<file path="src/rtl/dual_pi_pwm.sv">
module dual_pi_pwm #(
  parameter int DW   = 12,
  parameter int GW   = 8,
  parameter int FRAC = 4,
  parameter int PER  = 10000
) (
  input  logic          clk,
  input  logic          rst_n,
  input  logic          smp_stb,
  input  logic [DW-1:0] ref_cap,
  input  logic [DW-1:0] meas_cap,
  input  logic [GW-1:0] kp_cap,
  input  logic [GW-1:0] ki_cap,
  input  logic [DW-1:0] ref_sum,
  input  logic [DW-1:0] meas_sum,
  input  logic [GW-1:0] kp_sum,
  input  logic [GW-1:0] ki_sum,
  output logic          gate_s1,
  output logic          gate_s2
);
  localparam int HALF = PER / 2;
  localparam int CW   = $clog2(PER + 1);
  localparam int EW   = DW + 1;
  localparam int MW   = EW + GW + 1;
  localparam int SW   = MW + 2;
  localparam logic [1:0][CW-1:0] LIM = {CW'(HALF), CW'(PER)};
  localparam logic [1:0][CW-1:0] TOP = {CW'(HALF - 1), CW'(PER - 1)};

  logic [1:0][DW-1:0] ref_v, meas_v;
  logic [1:0][GW-1:0] kp_v, ki_v;
  assign ref_v  = {ref_sum, ref_cap};
  assign meas_v = {meas_sum, meas_cap};
  assign kp_v   = {kp_sum, kp_cap};
  assign ki_v   = {ki_sum, ki_cap};

  logic [1:0][CW-1:0] cnt, duty_q, duty_act, duty_nx;
  logic [1:0]         gate_q;
  logic signed [SW-1:0] integ    [2];
  logic signed [SW-1:0] integ_nx [2];

  always_comb begin
    for (int k = 0; k < 2; k++) begin : loop_math
      logic signed [EW-1:0] e;
      logic signed [MW-1:0] pp, ip;
      logic signed [SW-1:0] pt, st, u, c, lim;
      logic hi, lo, up, dn;
      e   = $signed({1'b0, ref_v[k]}) - $signed({1'b0, meas_v[k]});
      pp  = MW'(e) * MW'($signed({1'b0, kp_v[k]}));
      ip  = MW'(e) * MW'($signed({1'b0, ki_v[k]}));
      pt  = SW'(pp >>> FRAC);
      st  = SW'(ip >>> FRAC);
      lim = $signed(SW'(LIM[k]));
      u   = pt + integ[k];
      c   = integ[k] + st;
      lo  = u[SW-1];
      hi  = !lo && (u > lim);
      up  = !st[SW-1] && (st != '0);
      dn  = st[SW-1];
      duty_nx[k] = hi ? LIM[k] : (lo ? '0 : u[CW-1:0]);
      if ((hi && up) || (lo && dn))
        integ_nx[k] = integ[k];
      else if (c[SW-1])
        integ_nx[k] = '0;
      else if (c > lim)
        integ_nx[k] = lim;
      else
        integ_nx[k] = c;
    end
  end

  always_ff @(posedge clk or negedge rst_n) begin
    if (!rst_n) begin
      cnt      <= '0;
      duty_q   <= '0;
      duty_act <= '0;
      gate_q   <= '0;
      integ[0] <= '0;
      integ[1] <= '0;
    end else begin
      for (int k = 0; k < 2; k++) begin
        if (cnt[k] == TOP[k]) begin
          cnt[k]      <= '0;
          duty_act[k] <= duty_q[k];
        end else begin
          cnt[k] <= cnt[k] + CW'(1);
        end
        gate_q[k] <= (cnt[k] < duty_act[k]);
        if (smp_stb) begin
          duty_q[k] <= duty_nx[k];
          integ[k]  <= integ_nx[k];
        end
      end
    end
  end

  assign gate_s1 = gate_q[0];
  assign gate_s2 = gate_q[1];
endmodule

</file>
<file path="config.mk">
export PLATFORM = sky130hd
export DESIGN_NAME = dual_pi_pwm
export DESIGN_NICKNAME = d
export VERILOG_FILES = /design/src/rtl/dual_pi_pwm.sv
export SDC_FILE = /design/constraint.sdc
export NUM_CORES = 1
export LEC_CHECK = 0
export BUFFER_PORTS_ARGS = -buffer_cell sky130_fd_sc_hd__buf_2
export CAP_MARGIN = 10
export CORE_MARGIN = 2
export CORE_UTILIZATION = 25
export CTS_CLUSTER_SIZE = 14
export DETAILED_ROUTE_END_ITERATION = 16
export HOLD_SLACK_MARGIN = 0.12
export SLEW_MARGIN = 15
export SYNTH_ARGS = -nofsm -noshare
export SYNTH_HDL_FRONTEND = slang
export SYNTH_SLANG_ARGS = --single-unit
</file>
<file path="constraint.sdc">
create_clock -name clk -period 3.7 [get_ports clk]
set_clock_uncertainty 0.15 [all_clocks]
set_input_delay 0.185 -clock clk [delete_from_list [all_inputs] [get_ports clk]]
set_output_delay 0.185 -clock clk [all_outputs]
set_load 0.01 [all_outputs]
</file>
* Yosys cells after proc, flatten, opt, wreduce, memory -nomap -nowiden *
Cells that the tools add are included.

word-level totals
  memory bits (read-only) = 0
  latch bits = 0
  memory bits (writable) = 0
  register bits = 134
  memories = 0

cells by class
  divide/modulo/power cells = 0
  shift-type cells = 0
  muxes and demuxes = 10
  equal/unequal tests = 2
  $add $sub $neg = 8
  order comparisons = 6
  reduce and logical (&&, ||, !) cells = 18
  bitwise logic cells = 2
  multiply operators = 4

operator list
  cell                                                                     count
  13-bit by 9-bit multiplier with 22-bit output                            4
  14-bit 2-to-1 mux                                                        6
  23-bit 2-to-1 mux                                                        3
  18-bit by 24-bit adder with 24-bit output                                2
  24-bit by 18-bit adder with 24-bit output                                2
  24-bit by 14-bit > comparator with 1-bit output (second input constant)  2
  24-bit by 15-bit > comparator with 1-bit output (second input constant)  2
  24-bit nonzero test                                                      2
  14-bit by 1-bit adder with 14-bit output (second input constant)         2
  14-bit less-than comparator                                              2
  12-bit by 12-bit subtractor with 13-bit output                           2
  24-bit 2-to-1 mux                                                        1
  14-bit by 13-bit == test with 1-bit output (second input constant)       1
  14-bit == test (second input constant)                                   1
  1-bit logical AND                                                        8
  1-bit zero test                                                          4
  2-bit AND reduction                                                      2
  1-bit logical OR                                                         2
  1-bit NOT                                                                2

* Logic depth before layout (Yosys ltp) *
  word-level depth = 9
  depth in mapped cells = 46
  depth with buffers taken out = 43

* Least setup slack after synthesis *
No wires, ideal clock.

  path type = input to register
  from = input port meas_sum[1]
  to = register integ[1] (netlist bit)
  setup time = 0.080 ns
  path slack = -5.582 ns
  path buffers = 3
  data arrival time = 9.052 ns
  data required time = 3.470 ns
  cell stages on the path = 41
  cells stage by stage = inv_1 -> ha_1 -> nor2b_1 -> o21ai_0 -> a21boi_0 -> o21ai_0 -> a21boi_0 -> o21ai_0 -> a21boi_0 -> o21ai_0 -> a21oi_1 -> xor2_1 -> clkbuf_1 -> nand2_1 -> fa_1 -> inv_1 -> fa_1 -> fa_1 -> [... 5 more ...] -> nand3_1 -> a211o_1 -> a41oi_1 -> a41oi_1 -> xnor2_1 -> ha_1 -> a21oi_1 -> nor2b_1 -> o21ai_0 -> a21oi_1 -> nor4_1 -> o311ai_1 -> nor4b_2 -> nand4b_4 -> and4_4 -> buf_6 -> or4_4 -> o22ai_2

between the ends
  word-level cells in the longest chain between the ends = 9
  elaborated cells between the ends (all ways) = 19
  classes of those cells = add/sub: 3; mul: 2; order compare: 2; mux: 2; bitwise: 1; reduce/logical: 9

RTL lines
  item                                                                                       RTL line  RTL
  start: declaration                                                                         15        input logic [DW-1:0] meas_sum,
  12-bit by 12-bit subtractor with 13-bit output (*)                                         47        e = $signed({1'b0, ref_v[k]}) - $signed({1'b0, meas_v[k]});
  13-bit by 9-bit multiplier with 22-bit output                                              48        pp = MW'(e) * MW'($signed({1'b0, kp_v[k]}));
  18-bit by 24-bit adder with 24-bit output                                                  53        u = pt + integ[k];
  24-bit by 14-bit > comparator with 1-bit output / 1-bit zero test (equally long branches)  56        hi = !lo && (u > lim);
  1-bit logical AND                                                                          56
  1-bit logical AND                                                                          60        if ((hi && up) || (lo && dn))
  1-bit logical OR                                                                           60
  1-bit NOT (no source line)                                                                 --
  2-bit AND reduction (no source line)                                                       --
  end signal: indexed assignment                                                             90        integ[k] <= integ_nx[k];
  end: declaration                                                                           38        logic signed [SW-1:0] integ [2];

Mark *: on every way between the ends. The rest lies on a longest branch, timed or not.
A chain may end at the register's enable or synchronous reset.

* Worst setup path after layout *
  from = input port ref_cap[0]
  to = register integ[35] (netlist bit)

between the ends
  word-level cells in the longest chain between the ends = 9
  elaborated cells between the ends (all ways) = 19
  classes of those cells = add/sub: 3; mul: 2; order compare: 2; mux: 2; bitwise: 1; reduce/logical: 9

RTL lines
  item                                                                                       RTL line  RTL
  start: declaration                                                                         10        input logic [DW-1:0] ref_cap,
  12-bit by 12-bit subtractor with 13-bit output (*)                                         47
  13-bit by 9-bit multiplier with 22-bit output                                              48
  18-bit by 24-bit adder with 24-bit output                                                  53
  24-bit by 15-bit > comparator with 1-bit output / 1-bit zero test (equally long branches)  56
  1-bit logical AND                                                                          56
  1-bit logical AND                                                                          60
  1-bit logical OR                                                                           60
  1-bit NOT (no source line)                                                                 --
  2-bit AND reduction (no source line)                                                       --

Marks and branches as above.

==> results by group <==
Critical path
  – Crit-path max FO: 7
  – R2R Path Start: integ[0]
  – Critical path required time: 3870 ps
  – Setup crit end kind: flop
  – CP most frequent cell: buf_4
  – Worst setup path category: input port to flop
  – R2R cell count: 15
  – CP delay by family, top: adder cells
  – Critical Path Source Type: input port
  – CP peak stage delay: 530 ps
  – Critical R2R Capture: integ[2]
  – Arrival @ worst endpoint: 8840 ps
  – Worst R2R Setup Slack: -270 ps
  – Bufs and invs on worst path: 14
  – Slowest-stage cell, CP: fa_1

STA
  – Final setup viols: 73
  – Max-slew headroom: 0.427
  – Tmin final: roughly 8700 ps
  – Endpoints failing hold: 0
  – Unrepaired setup endpoints after global routing: yes
  – Pins Over Slew Limit: 0
  – Maximum operating frequency: 115 MHz
  – Worst slew pin tran: 859 ps
  – Final Worst Setup Slack: -4970 ps
  – Final period util: 2.34

Drt
  – Total Routed Length: 70000 um
  – Drt drc: 0
  – Initial drt markers: 1236
  – WL/cell: 12.8 um
  – Vias per inst: 4.47
  – Routed via count: 24418
  – First-pass DRT Iterations: 5
  – Post-DRT Antenna Nets: 0

Logic synthesis
  – Post-synthesis sequential area ratio: 0.121
  – Area leader, netlist: fa_1
  – Post-synthesis cell area: 27300 um^2
  – Synth Flop Type: dfrtp_1
  – Area contributors post-synth: fa_1 25%, ha_1 14%, dfrtp_1 12%
  – Ys Warns: 0
  – Top cell type's share of synthesized area: 0.251
  – Post-synth ARST share: 1.00
  – Post-Syn Area per Cell: approximately 8.5 um^2
  – Flop and latch count out of synthesis: around 130
  – Syn Nets: roughly 4000
  – Post-Synthesis Cells: 3225
  – Number of flops mapped to enable cells by yosys: 0
  – Yosys cell types: 92

Layout
  – Antenna diodes: 0
  – Layout cell share with drive strength beyond 1: 0.322
  – Commonest cells after routing, fill and taps aside: 744 x buf_4, 601 x inv_1, 334 x fa_1, 274 x nand2_1, 256 x ha_1
  – Area growth, synth to finish: 41.0%
  – Final Instance Area: 38400 um^2
  – Most common cell after layout, fill and taps aside: buf_4
  – Total Nets Final: ~4800

CTS
  – CTS tree: built
  – CTS root buf: clkbuf_16
  – H-tree levels: 4
  – Worst-Skew Late Latency: 440 ps
  – Clock-pin slew on the worst setup and hold paths: 60 ps
  – CTS Buf Count: 17
  – Maximum root-to-sink buffer count: 2
  – Sink Count: 132

Run status
  – Outcome: complete, but fails checks
  – Failing checks: setup timing

Global routing
  – Overall Global Routing Usage: 0.126
  – Initial antenna violation count: 1
  – Vias in the first global route: approximately 25000
  – Gr ovfl total: 0
  – Largest net degree at the start of global routing: 88
  – First-pass GRT wire length: 120000 um

Floorplan
  – Core area: 109000 um^2
  – Die ar.: 112000 um^2
  – FP Rows: between 100 and 150
  – Die X: 334 um
  – DIE HEIGHT: 334 um
  – Ports: 85
  – Initial core utilization: 0.251

Hold path
  – Hold WC Path Type: input port to asynchronous set/reset pin

Placed design
  – IO Port Bufs: between 80 and 90
  – Detailed placement HPWL: 57300 um
  – GP Congestion: 0.852
  – DP Area: roughly 35000 um^2

Run
  – Max-Cap Viols: 0
worst max-delay path by stage:
stage,from,to,slack [ps],cells past startpoint
after floorplan,ref_sum[0],integ[10],-4860,42
after global placement,ref_cap[0],integ[35],-5890,43
after detailed placement,ref_cap[0],integ[35],-5930,43
after CTS,ref_cap[0],integ[35],-4830,46
after global routing,ref_cap[0],integ[35],-5540,43
final,ref_cap[0],integ[35],-4970,45
what timing repair did:
item,in CTS,in global routing
pin swaps,161,106
buffers inserted,72,35
gates cloned,6,0
endpoints found under the setup margin,73,73
endpoints found under the hold margin,91,0
hold buffers,2,0
resized for setup,211,195
worst register-to-register path, cell delays in order (launching register included):
cell       delay [ps]
dfrtp_1           390
buf_4             160
ha_1              210
inv_1              80
fa_1              200
nor2b_1            60
o31a_1            270
o41ai_2           310
o2111ai_1         150
a31oi_1           210
mux2_2            390
nor4b_4           330
nand4b_4          160
and4_4            200
or4_4             480
o21ai_2           150
Yosys cell counts, types with 43 or more instances:
cell	n
a21oi_1	129
a21o_1	64
nor2_1	120
fa_1	342
and2_1	210
xor2_1	47
o21ai_0	138
clkbuf_1	86
nand2_1	308
dfrtp_1	132
inv_1	625
ha_1	314
xnor2_1	112
nor2b_1	77
nand3_1	43
logic make-up after synthesis:
logic type / Yosys count / share of synthesized area
AOI/OAI and AO/OA: 601 / 0.149
xor gates and xnor gates: 160 / 0.0519
adders and majority gates: 656 / 0.395
buffers and inverters: 719 / 0.0998
DFF: 132 / 0.121
muxes: 7 / 0.00275
and+or+nand+nor: 950 / 0.180
flip-flops by register name (all words and copies together), names as in the netlist:
register  count
gate_q        2
cnt          28
duty_q       28
integ        46
duty_act     28
layer usage:
metal | GRT usage | share of wire | vias up
met4 | 0.0208 | 0.012 | 2
li1 | - | - | 12113
met5 | 0 | 0.00019 | -
met1 | 0.165 | 0.46 | 11932
met3 | 0.0175 | 0.032 | 69
met2 | 0.223 | 0.50 | 302
per-stage QoR:
step	util	worst slack (ps)	hold slack, ps	TNS, ps	cells
after floorplan	-	-4860	-261	-335180	3225
after global placement	0.323	-5890	155	-395640	5331
after CTS	0.344	-4830	297	-338030	5439
final	0.354	-4970	250	-339860	5465
after detailed placement	0.323	-5930	155	-398490	5331
after global routing	0.354	-5540	345	-374190	5465
area by class of cell:
cell class,instances,area (um^2)
Inverter,626,2370
Clock buffer,19,453
Tap cell,1414,1770
Clock inverter,13,148
Fill cell,10898,70100
Sequential cell,132,3300
Timing Repair Buffer,887,6910
Multi-Input combinational cell,2374,23500
Power is not shown: default switching activity piles up to over one toggle a cycle in this logic, so the estimate is an artifact.
